<file path="src/rtl/cmd_phase_pkg.sv">
package cmd_phase_pkg;

  typedef enum logic [2:0] {
    PH_IDLE  = 3'd0,
    PH_ISSUE = 3'd1,
    PH_REFL  = 3'd2,
    PH_SNOOP = 3'd3,
    PH_COMB  = 3'd4,
    PH_FINAL = 3'd5
  } phase_e;

  localparam int unsigned NUM_PHASES = 5;

  function automatic int unsigned max2(input int unsigned a, input int unsigned b);
    return (a > b) ? a : b;
  endfunction

endpackage

</file>
<file path="src/rtl/cmd_phase_dur.sv">
module cmd_phase_dur
  import cmd_phase_pkg::*;
#(
  parameter int unsigned LVL_W      = 2,
  parameter int unsigned LEVELS     = 3,
  parameter int unsigned ISSUE_COH  = 11,
  parameter int unsigned ISSUE_NC   = 3,
  parameter int unsigned REFL_BASE  = 3,
  parameter int unsigned REFL_STEP  = 2,
  parameter int unsigned SNOOP_CYC  = 13,
  parameter int unsigned COMB_COH   = 9,
  parameter int unsigned COMB_NC    = 5,
  parameter int unsigned FINAL_CYC  = 3,
  parameter int unsigned CNT_W      = 4
) (
  input  phase_e             phase_i,
  input  logic               coh_i,
  input  logic [LVL_W-1:0]   lvl_i,
  output logic [CNT_W-1:0]   dur_o
);

  localparam int unsigned LVL_TOP = LEVELS - 1;

  int unsigned lvl_eff;
  int unsigned dur;

  always_comb begin
    // levels past the deepest one clamp to it
    lvl_eff = (int'(lvl_i) > int'(LVL_TOP)) ? LVL_TOP : int'(lvl_i);
    unique case (phase_i)
      PH_ISSUE: dur = coh_i ? ISSUE_COH : ISSUE_NC;
      PH_REFL:  dur = REFL_BASE + REFL_STEP * lvl_eff;
      PH_SNOOP: dur = SNOOP_CYC;
      PH_COMB:  dur = coh_i ? COMB_COH : COMB_NC;
      PH_FINAL: dur = FINAL_CYC;
      default:  dur = 1;
    endcase
    dur_o = dur[CNT_W-1:0];
  end

endmodule

</file>
<file path="src/rtl/cmd_phase_timer.sv">
module cmd_phase_timer #(
  parameter int unsigned CNT_W = 4
) (
  input  logic             clk_i,
  input  logic             rst_ni,
  input  logic             load_i,
  input  logic [CNT_W-1:0] dur_i,
  output logic             last_o
);

  logic [CNT_W-1:0] cnt_q;

  always_ff @(posedge clk_i or negedge rst_ni) begin
    if (!rst_ni)              cnt_q <= '0;
    else if (load_i)          cnt_q <= dur_i - CNT_W'(1);
    else if (cnt_q != '0)     cnt_q <= cnt_q - CNT_W'(1);
  end

  assign last_o = (cnt_q == '0);

endmodule

</file>
<file path="src/rtl/cmd_phase_ctrl.sv">
module cmd_phase_ctrl
  import cmd_phase_pkg::*;
#(
  parameter int unsigned LVL_W = 2
) (
  input  logic                  clk_i,
  input  logic                  rst_ni,
  input  logic                  start_i,
  input  logic                  coh_i,
  input  logic [LVL_W-1:0]      lvl_i,
  input  logic                  last_i,
  output phase_e                phase_o,
  output phase_e                nxt_phase_o,
  output logic                  load_o,
  output logic                  cfg_coh_o,
  output logic [LVL_W-1:0]      cfg_lvl_o,
  output logic [NUM_PHASES-1:0] stb_o,
  output logic                  done_o
);

  phase_e                phase_q, nxt;
  logic                  coh_q;
  logic [LVL_W-1:0]      lvl_q;
  logic [NUM_PHASES-1:0] stb_q;
  logic                  done_q;
  logic                  idle, advance;

  assign idle    = (phase_q == PH_IDLE);
  assign advance = idle ? start_i : last_i;

  always_comb begin
    unique case (phase_q)
      PH_IDLE:  nxt = PH_ISSUE;
      PH_ISSUE: nxt = PH_REFL;
      PH_REFL:  nxt = PH_SNOOP;
      PH_SNOOP: nxt = PH_COMB;
      PH_COMB:  nxt = PH_FINAL;
      default:  nxt = PH_IDLE;
    endcase
  end

  // launch uses live inputs, later stages the captured ones
  assign cfg_coh_o = idle ? coh_i : coh_q;
  assign cfg_lvl_o = idle ? lvl_i : lvl_q;
  assign load_o    = advance && (nxt != PH_IDLE);

  always_ff @(posedge clk_i or negedge rst_ni) begin
    if (!rst_ni) begin
      phase_q <= PH_IDLE;
      coh_q   <= 1'b0;
      lvl_q   <= '0;
      stb_q   <= '0;
      done_q  <= 1'b0;
    end else begin
      if (advance) phase_q <= nxt;
      if (idle && start_i) begin
        coh_q <= coh_i;
        lvl_q <= lvl_i;
      end
      stb_q  <= load_o ? NUM_PHASES'(1) << (int'(nxt) - 1) : '0;
      done_q <= advance && (phase_q == PH_FINAL);
    end
  end

  assign phase_o     = phase_q;
  assign nxt_phase_o = nxt;
  assign stb_o       = stb_q;
  assign done_o      = done_q;

endmodule

</file>
<file path="src/rtl/cmd_phase_seq.sv">
module cmd_phase_seq
  import cmd_phase_pkg::*;
#(
  parameter int unsigned LVL_W     = 2,
  parameter int unsigned LEVELS    = 3,
  parameter int unsigned ISSUE_COH = 11,
  parameter int unsigned ISSUE_NC  = 3,
  parameter int unsigned REFL_BASE = 3,
  parameter int unsigned REFL_STEP = 2,
  parameter int unsigned SNOOP_CYC = 13,
  parameter int unsigned COMB_COH  = 9,
  parameter int unsigned COMB_NC   = 5,
  parameter int unsigned FINAL_CYC = 3
) (
  input  logic                  clk_i,
  input  logic                  rst_ni,
  input  logic                  start_i,
  input  logic                  coherent_i,
  input  logic [LVL_W-1:0]      level_i,
  output logic [2:0]            stage_o,
  output logic [NUM_PHASES-1:0] stage_stb_o,
  output logic                  busy_o,
  output logic                  done_o
);

  localparam int unsigned REFL_MAX = REFL_BASE + REFL_STEP * (LEVELS - 1);
  localparam int unsigned MAX_DUR  = max2(max2(max2(ISSUE_COH, ISSUE_NC), max2(REFL_MAX, SNOOP_CYC)),
                                          max2(max2(COMB_COH, COMB_NC), FINAL_CYC));
  localparam int unsigned CNT_W    = $clog2(MAX_DUR + 1);

  phase_e           phase, nxt_phase;
  logic             load, last, cfg_coh;
  logic [LVL_W-1:0] cfg_lvl;
  logic [CNT_W-1:0] dur;

  cmd_phase_ctrl #(.LVL_W(LVL_W)) ctrl_i (
    .clk_i       (clk_i),
    .rst_ni      (rst_ni),
    .start_i     (start_i),
    .coh_i       (coherent_i),
    .lvl_i       (level_i),
    .last_i      (last),
    .phase_o     (phase),
    .nxt_phase_o (nxt_phase),
    .load_o      (load),
    .cfg_coh_o   (cfg_coh),
    .cfg_lvl_o   (cfg_lvl),
    .stb_o       (stage_stb_o),
    .done_o      (done_o)
  );

  cmd_phase_dur #(
    .LVL_W(LVL_W), .LEVELS(LEVELS), .ISSUE_COH(ISSUE_COH), .ISSUE_NC(ISSUE_NC),
    .REFL_BASE(REFL_BASE), .REFL_STEP(REFL_STEP), .SNOOP_CYC(SNOOP_CYC),
    .COMB_COH(COMB_COH), .COMB_NC(COMB_NC), .FINAL_CYC(FINAL_CYC), .CNT_W(CNT_W)
  ) dur_i (
    .phase_i (nxt_phase),
    .coh_i   (cfg_coh),
    .lvl_i   (cfg_lvl),
    .dur_o   (dur)
  );

  cmd_phase_timer #(.CNT_W(CNT_W)) timer_i (
    .clk_i  (clk_i),
    .rst_ni (rst_ni),
    .load_i (load),
    .dur_i  (dur),
    .last_o (last)
  );

  assign stage_o = phase;
  assign busy_o  = (phase != PH_IDLE);

endmodule

</file>
<file path="config.mk">
export PLATFORM = sky130hd
export DESIGN_NAME = cmd_phase_seq
export DESIGN_NICKNAME = d
export VERILOG_FILES = /design/src/rtl/cmd_phase_pkg.sv /design/src/rtl/cmd_phase_dur.sv /design/src/rtl/cmd_phase_timer.sv /design/src/rtl/cmd_phase_ctrl.sv /design/src/rtl/cmd_phase_seq.sv
export SDC_FILE = /design/constraint.sdc
export NUM_CORES = 1
export LEC_CHECK = 0
export ABC_AREA = 1
export BUFFER_PORTS_ARGS = -buffer_cell sky130_fd_sc_hd__buf_2
export CAP_MARGIN = 20
export CORE_MARGIN = 2
export CORE_UTILIZATION = 45
export DETAILED_ROUTE_END_ITERATION = 8
export PLACE_DENSITY = 0.66
export SLEW_MARGIN = 20
export SYNTH_ARGS = -nofsm -noshare
export SYNTH_HDL_FRONTEND = slang
export SYNTH_SLANG_ARGS = --single-unit
</file>
<file path="constraint.sdc">
create_clock -name clk_i -period 4.2 [get_ports clk_i]
set_input_delay 0.84 -clock clk_i [delete_from_list [all_inputs] [get_ports clk_i]]
set_output_delay 0.84 -clock clk_i [all_outputs]
set_load 0.02 [all_outputs]
</file>
---- Yosys cells after proc, flatten, opt, wreduce, memory -nomap -nowiden ----
Cells that the tools add are included.
word-level totals
  register bits ........................... 16
  bits of input ports ..................... 6
  output and inout bits ................... 10
  logic and storage cells ................. 42
cells by class
  $add $sub $neg .......................... 4
  order comparisons ....................... 1
  eq/ne operators ......................... 10
  shifts and indexed selects .............. 1
  muxes and demuxes ....................... 11
  reduce and logical (&&, ||, !) cells .... 9
operators with widths
  operator                                           number
  left shift 1 x 32 -> 5 bit (first input constant)  1
  one-hot mux 4 bit (5 select lines)                 1
  2-to-1 mux 4 bit                                   4
  one-hot mux 3 bit (5 select lines)                 1
  == test 3 x 2 -> 1 bit (second input constant)     4
  == test 3 bit (second input constant)              4
  subtractor 4 x 1 -> 4 bit (second input constant)  2
  == test 3 x 1 -> 1 bit (second input constant)     2
  nonzero test 3 bit                                 2
  2-to-1 mux 5 bit                                   1
  adder 2 x 4 -> 4 bit (first input constant)        1
  logical NOT 4 bit                                  1
  2-to-1 mux 2 bit                                   2
  nonzero test 4 bit                                 1
  subtractor 3 x 1 -> 4 bit (second input constant)  1
  logical AND 1 bit                                  3
  logical NOT 3 bit                                  1
  > comparator 2 bit (second input constant)         1
  2-to-1 mux 1 bit                                   2
  nonzero test 2 bit                                 1

---- Longest topological paths before layout ----
Gate-level depths: netlist of the first run.
  depth in word-level cells ............... 8
  depth in mapped cells ................... 17
  depth with buffers taken out ............ 17

---- Modules after synthesis ----
A second synthesis of the first run with hierarchy kept.
unflattened totals
  cell total of the unflattened synthesis .. 145
  area total of the unflattened synthesis .. 1081.0 sq um
by module, submodules not included
  module           times used  cells an instance  area each (sq um)  sequential area each (sq um)
  cmd_phase_ctrl   1           73                 689.4              300.3
  cmd_phase_timer  1           46                 282.8              100.1
  cmd_phase_dur    1           23                 97.6               0.0
  cmd_phase_seq    1           3                  11.3               0.0

---- Least setup slack after synthesis of the first run ----
Ideal clock, no wire load.
  path kind ............................... reg2reg
  from .................................... register ctrl_i.phase_q[2] (netlist: ctrl_i.phase_o[2])
  to ...................................... register ctrl_i.stb_q[2] (netlist: ctrl_i.stb_o[2])
  setup time .............................. 0.071 ns
  arrival ................................. 2.113 ns
  required time ........................... 4.129 ns
  slack ................................... 2.016 ns
  stages on the path, launching flop included .. 15
  cells stage by stage .................... dfrtp_1 -> inv_2 -> nand3_1 -> nand2_1 -> inv_1 -> ha_1 -> nand2_2 -> nand2_4 -> ha_1 -> nand2_1 -> nand2_4 -> nor2_1 -> inv_1 -> or2_1 -> nor2_1
on the way
  longest elaborated chain between the ends .. 5
RTL lines
  what                                                             line                                        text
  from (decl)                                                      cmd_phase_ctrl.sv:21                        phase_e phase_q, nxt;
  from (signal assigned)                                           cmd_phase_ctrl.sv:55                        if (advance) phase_q <= nxt;
  == test 3 bit (tied with other cells)                            cmd_phase_ctrl.sv:32                        unique case (phase_q)
  one-hot mux 3 bit (5 select lines)                               cmd_phase_ctrl.sv:32
  subtractor 3 x 1 -> 4 bit or nonzero test 3 bit (tied branches)  cmd_phase_ctrl.sv:60, cmd_phase_ctrl.sv:45
  left shift 1 x 32 -> 5 bit or logical AND 1 bit (tied branches)  cmd_phase_ctrl.sv:60, cmd_phase_ctrl.sv:45
  2-to-1 mux 5 bit *                                               cmd_phase_ctrl.sv:60                        stb_q <= load_o ? NUM_PHASES'(1) << (int'(nxt) - 1) : '0;
  to (signal assigned)                                             cmd_phase_ctrl.sv:60
  to (decl)                                                        cmd_phase_ctrl.sv:24                        logic [NUM_PHASES-1:0] stb_q;
Mark *: on every way between the ends. The rest lies on a longest branch, timed or not.
A chain may end at the register's enable or synchronous reset.

---- Worst setup path in the final report of the first run ----
  from .................................... register ctrl_i.phase_q[2] (netlist: ctrl_i.phase_o[2])
  to ...................................... register ctrl_i.stb_q[3] (netlist: ctrl_i.stb_o[3])
The elaborated chain is that of the path after synthesis.

==> impl_metrics.py, run 1 <==
metrics = {
    "outcome": {
        "status": "completed",
    },
    "drt": {
        "wire_per_inst_um": 10.6,
        "routed_via_density": 4.78,
        "drc": 0,
        "vias": 856,
        "drtPass1Iterations": 4,
        "ant_nets": 0,
        "initialDrtViolationCount": 16,
        "wl_um": 1900,
    },
    "timing": {
        "min_period_ns": 2.31,
        "max-slew-margin-rel_pct": 76.0,
        "setup_viol": 0,
        "setup_tns_ns": 0,
        "whs_ns": 0.445,
        "tightest_slew_ns": 0.360,
        "fmax_mhz": 433,
        "finalCritPeriodShare_pct": 55.0,
        "slew_violations": 0,
        "finClkSkew_ns": 0.00309,
        "worst_slack_ns": 1.89,
        "grt_setup_unrepaired": "no",
        "hold_viol_final": 0,
    },
    "finish": {
        "num_antenna_cells": 0,
        "drive_gt1_share_pct": 21.7,
        "syn_to_final_growth_pct": 14.7,
        "layout.nets": 163,
        "fillers": 202,
        "fin_util_pct": 55.9,
    },
    "placed_design": {
        "pre_cts_slack_ns": 1.92,
        "port_buffers": 15,
        "dpl.hpwl_um": 1490,
        "gp_congestion": 0.851,
    },
    "power_and_ir_drop": {
        "power.leakage_nw": 0.660,
        "vdd_drop_max_mv": 0.392,
        "power_density_nw_per_um2": 910,
    },
    "synthesis": {
        "ys.warnings.count": 0,
        "synth_seq_cells": 16,
        "yosys.area.top_type_share_pct": 40.6,
        "synthesis.nets": 143,
        "syn_area_um2": 986,
        "seq_area_frac_synth_pct": 40.6,
        "synth_area_leaders": "dfrtp_1, nand2_1, inv_1",
        "synth_cell_types": 21,
        "synth_area_per_cell_um2": 7.41,
        "netlist_instances": 133,
        "yosys.area.top_type": "dfrtp_1",
    },
    "clock_network": {
        "clk_pin_slew_ns": 0.10,
        "cts_resized": 0,
        "tritoncts": "yes",
        "clk_path_buf_depth": 2,
        "cts_made_buffers": 3,
        "h-tree-depth": 1,
        "cts_hold_buffers": 0,
        "cts_sinks": 16,
        "cts-root-buf": "clkbuf_4",
        "cts_setup_buffers": 0,
        "clk_latency_ns": 0.29,
    },
    "worst_setup_path": {
        "r2r_end": "ctrl_i.stb_o[3]",
        "cp.required_ns": 4.43,
        "cp-start-kind": "register",
        "setup.worst_path.start": "ctrl_i.phase_o[2]",
        "reg2reg_from": "ctrl_i.phase_o[2]",
        "rr_worst_depth": 14,
        "cp-end-kind": "register",
        "crit_path_max_fanout": 9,
        "regToRegSetupSlack_ns": 1.89,
        "critPathArrivalTime_ns": 2.53,
        "crit_type": "reg2reg",
    },
    "grt": {
        "grt_max_degree": 17,
        "grt_use_total_pct": 17.9,
        "overflow": 0,
        "grt_first_pass_wirelength_um": 3480,
        "grt_pass1_vias": 854,
        "antenna_found_initial": 0,
    },
    "floorplan": {
        "die_x_um": 50.8,
        "design.core.area_um2": 2020,
        "num_io_pins": 16,
        "num_rows": 16,
        "start_util_pct": 48.8,
        "fp.dieH_um": 50.8,
        "die-area_um2": 2580,
    },
    "min_path": {
        "worstHoldPathType": "in2async",
    },
    "flow_run": {
        "maxCapViolCount": 0,
    },
}
==> final cells by class <==
type                    count  area, um2  share of cell area [%]
repair buffers             15       75.1                    6.64
multi-input cells          95        500                    44.2
flip-flops and latches     16        400                    35.4
inverters                  22       85.1                    7.52
well taps                  27       33.8                    2.99
clock buffers               4       36.3                    3.21
==> cells in the mapped netlist (all sizes together) <==
cell	n
nand2	48
inv	22
dfrtp	16
nor2	16
nand3	10
o21ai	8
a21oi	4
ha	4
mux2	1
nor3b	1
nor4	1
o221ai	1
or2	1
==> sequential cells by signal (all words and copies together), names as in the netlist <==
name            count
ctrl_i.lvl_q        2
ctrl_i.done_o       1
timer_i.cnt_q       4
ctrl_i.coh_q        1
ctrl_i.phase_o      3
ctrl_i.stb_o        5
==> through the flow <==
stage | std cells | total power [mW] | area (um2)
global route | 179 | 1.15 | 1130
finish | 179 | 1.03 | 1130
CTS | 179 | 1.03 | 1130
detailed placement | 175 | 0.925 | 1090
floorplan | 133 | 0.780 | 986
global placement | 175 | 0.912 | 1090
==> worst max-delay path: stages (launching register included) <==
cell and delay, ns:
dfrtp_1 0.43, inv_2 0.17, nand3_1 0.11, nand2_1 0.11, inv_1 0.08, ha_1 0.24
nand2_2 0.13, nand2_4 0.07, ha_1 0.22, nand2_1 0.11, nand2_4 0.09, nor2_1 0.11
inv_1 0.06, or2_1 0.22, nor2_1 0.09
==> how the worst max path moves through the flow <==
| stage | endpoint | cells after the start |
|---|---|---|
| 6_report | ctrl_i.stb_o[3] | 14 |
| 5_1_grt | timer_i.cnt_q[2] | 15 |
| 2_1_floorplan | ctrl_i.stb_o[2] | 14 |
| 3_5_place_dp | ctrl_i.stb_o[3] | 14 |
| 4_1_cts | ctrl_i.stb_o[3] | 14 |
| 3_3_place_gp | ctrl_i.stb_o[3] | 14 |
==> power by group <==
part	switching [mW]	internal, mW	total (mW)
sequential	0.0386	0.209	0.248
combinational	0.452	0.226	0.678
clock	0.0502	0.0528	0.103
total	0.541	0.488	1.03
==> cell usage in the layout (no fill, tap or decap), drive strengths merged, types with 4 or more instances in the layout <==
master and count:
nand2 48, inv 22, dfrtp 16, nor2 16, buf 15, nand3 10, o21ai 8, a21oi 4
ha 4, clkbuf 4
==> cells by family after synthesis <==
logic type | after synthesis | share of synthesized area (%)
AND/OR/NAND/NOR | 77 | 37.6
buffers and inverters | 22 | 8.63
flip-flops | 16 | 40.6
AO/OA/AOI/OAI | 13 | 6.98
adder cells (fa/ha/maj) | 4 | 5.08
multiplexers | 1 | 1.14
==> routing by layer <==
metal	global-route usage [%]	vias to the layer above	share of wire [%]
met3	2.63	2	4.0
met5	0	-	0
li1	-	451	-
met1	23.6	389	46
met4	6.76	0	0.68
met2	29.8	14	49
No activity file was read; power rests on OpenSTA's default activity.
==> run 2: changes to the inputs <==
==> constraint.sdc (replaced) <==
create_clock -name clk_i -period 2.25 [get_ports clk_i]
set_input_delay 0.45 -clock clk_i [delete_from_list [all_inputs] [get_ports clk_i]]
set_output_delay 0.45 -clock clk_i [all_outputs]
set_load 0.02 [all_outputs]
==> impl_metrics.py, run 2 (synthesis results as in run 1) <==
metrics = {
    "grt": {
        "overflow": 0,
        "antenna_found_initial": 0,
        "grt_max_degree": 17,
        "grt_use_total_pct": 18.0,
        "grt_pass1_vias": 884,
        "grt_first_pass_wirelength_um": 3540,
    },
    "floorplan": {
        "num_rows": 16,
        "die_x_um": 50.8,
        "num_io_pins": 16,
        "design.core.area_um2": 2020,
        "fp.dieH_um": 50.8,
        "die-area_um2": 2580,
        "start_util_pct": 48.8,
    },
    "clock_network": {
        "clk_path_buf_depth": 2,
        "cts_made_buffers": 3,
        "tritoncts": "yes",
        "cts-root-buf": "clkbuf_4",
        "cts_sinks": 16,
        "h-tree-depth": 1,
        "clk_pin_slew_ns": 0.09,
        "cts_hold_buffers": 0,
        "clk_latency_ns": 0.29,
    },
    "drt": {
        "initialDrtViolationCount": 18,
        "drtPass1Iterations": 4,
        "wl_um": 2130,
        "routed_via_density": 4.99,
        "drc": 0,
        "wire_per_inst_um": 11.6,
        "ant_nets": 0,
        "vias": 919,
    },
    "timing": {
        "hold_viol_final": 0,
        "slew_violations": 0,
        "min_period_ns": 2.15,
        "finalCritPeriodShare_pct": 95.3,
        "setup_viol": 0,
        "finClkSkew_ns": 0.00205,
        "max-slew-margin-rel_pct": 76.1,
        "tightest_slew_ns": 0.359,
        "worst_slack_ns": 0.105,
        "fmax_mhz": 466,
    },
    "worst_setup_path": {
        "cp-start-kind": "register",
        "critPathArrivalTime_ns": 2.37,
        "crit_path_max_fanout": 8,
        "r2r_end": "ctrl_i.stb_o[3]",
        "rr_worst_depth": 14,
        "crit_buf_inv": 3,
        "crit_type": "reg2reg",
        "crit_chain": "inv_2 -> nand3_1 -> nand2_2 -> inv_2 -> ha_4 -> nand2_4 -> nand2_4 -> ha_2 -> nand2_1 -> nand2_4 -> nor2_1 -> inv_1 -> or2_1 -> nor2_1",
        "cp-end-kind": "register",
        "slowest_stage": "dfrtp_2",
        "reg2reg_from": "ctrl_i.phase_o[0]",
        "critPathTopFamily": "simple AND/OR/NAND/NOR gates",
        "cp.required_ns": 2.48,
        "cp_common_cell": "nand2_4",
        "regToRegSetupSlack_ns": 0.10,
        "slowest_delay_ns": 0.47,
    },
    "finish": {
        "layout.nets": 168,
        "most-common-layout-cells": "nand2_1, inv_1, buf_2",
        "largest_register_ffs": 5,
        "drive_gt1_share_pct": 32.5,
        "layout_commonest_cell": "nand2_1",
        "fillers": 181,
        "num_antenna_cells": 0,
        "syn_to_final_growth_pct": 23.7,
        "fin_util_pct": 60.3,
    },
    "placed_design": {
        "dpl.hpwl_um": 1500,
        "gp_congestion": 0.830,
        "pre_cts_slack_ns": 0.0207,
        "port_buffers": 15,
    },
    "outcome": {
        "status": "completed",
    },
    "min_path": {
        "worstHoldPathType": "in2async",
    },
    "flow_run": {
        "maxCapViolCount": 0,
    },
}
run 2: layer usage:
layer	part of all wire (%)	track usage, %	up-vias
met3	5.0	5.85	4
met4	0.99	5.41	0
li1	-	-	459
met2	51	30.5	26
met1	43	21.7	430
met5	0	0	-
run 2: worst register-to-register path: stages, from the launching register on:
cell,delay (ns)
dfrtp_2,0.47
inv_2,0.09
nand3_1,0.11
nand2_2,0.12
inv_2,0.06
ha_4,0.18
nand2_4,0.09
nand2_4,0.08
ha_2,0.21
nand2_1,0.11
nand2_4,0.10
nor2_1,0.11
inv_1,0.07
or2_1,0.22
nor2_1,0.08
run 2: area by class of cell:
type                            instances  area [um2]  share of cell area (%)
Clock buffer                            4        36.3                    2.97
Timing Repair Buffer                   20         113                    9.23
Multi-Input combinational cell         95         549                    45.0
Tap cell                               27        33.8                    2.77
Inverter                               22        85.1                    6.97
Sequential cell                        16         403                    33.0
run 2: how the worst max path moves through the flow:
stage | start | cells past startpoint | to
finish | ctrl_i.phase_o[0] | 14 | ctrl_i.stb_o[3]
global route | ctrl_i.phase_o[0] | 17 | timer_i.cnt_q[3]
global placement | ctrl_i.phase_o[0] | 14 | ctrl_i.stb_o[3]
floorplan | ctrl_i.phase_o[2] | 14 | ctrl_i.stb_o[2]
detailed placement | ctrl_i.phase_o[0] | 14 | ctrl_i.stb_o[3]
CTS | ctrl_i.phase_o[0] | 14 | ctrl_i.stb_o[3]
run 2: per-stage QoR:
stage	TNS (ns)	hold slack, ns	area (um2)	cells
after floorplan	0	0.154	986	133
after global placement	0	0.382	1120	178
after CTS	0	0.0653	1150	182
final	0	0.0537	1220	184
after detailed placement	0	0.385	1120	178
after global routing	-0.0331	0.0802	1220	184
run 2: timing repair:
action	CTS	global route
pin swaps	0	1
gates resized for setup	1	16
setup endpoints to repair	1	6
setup buffers	0	2
Power of run 2 is left out: the tool's default activity adds up to more than one toggle a clock period on the data nets, which glitch-free logic cannot reach.
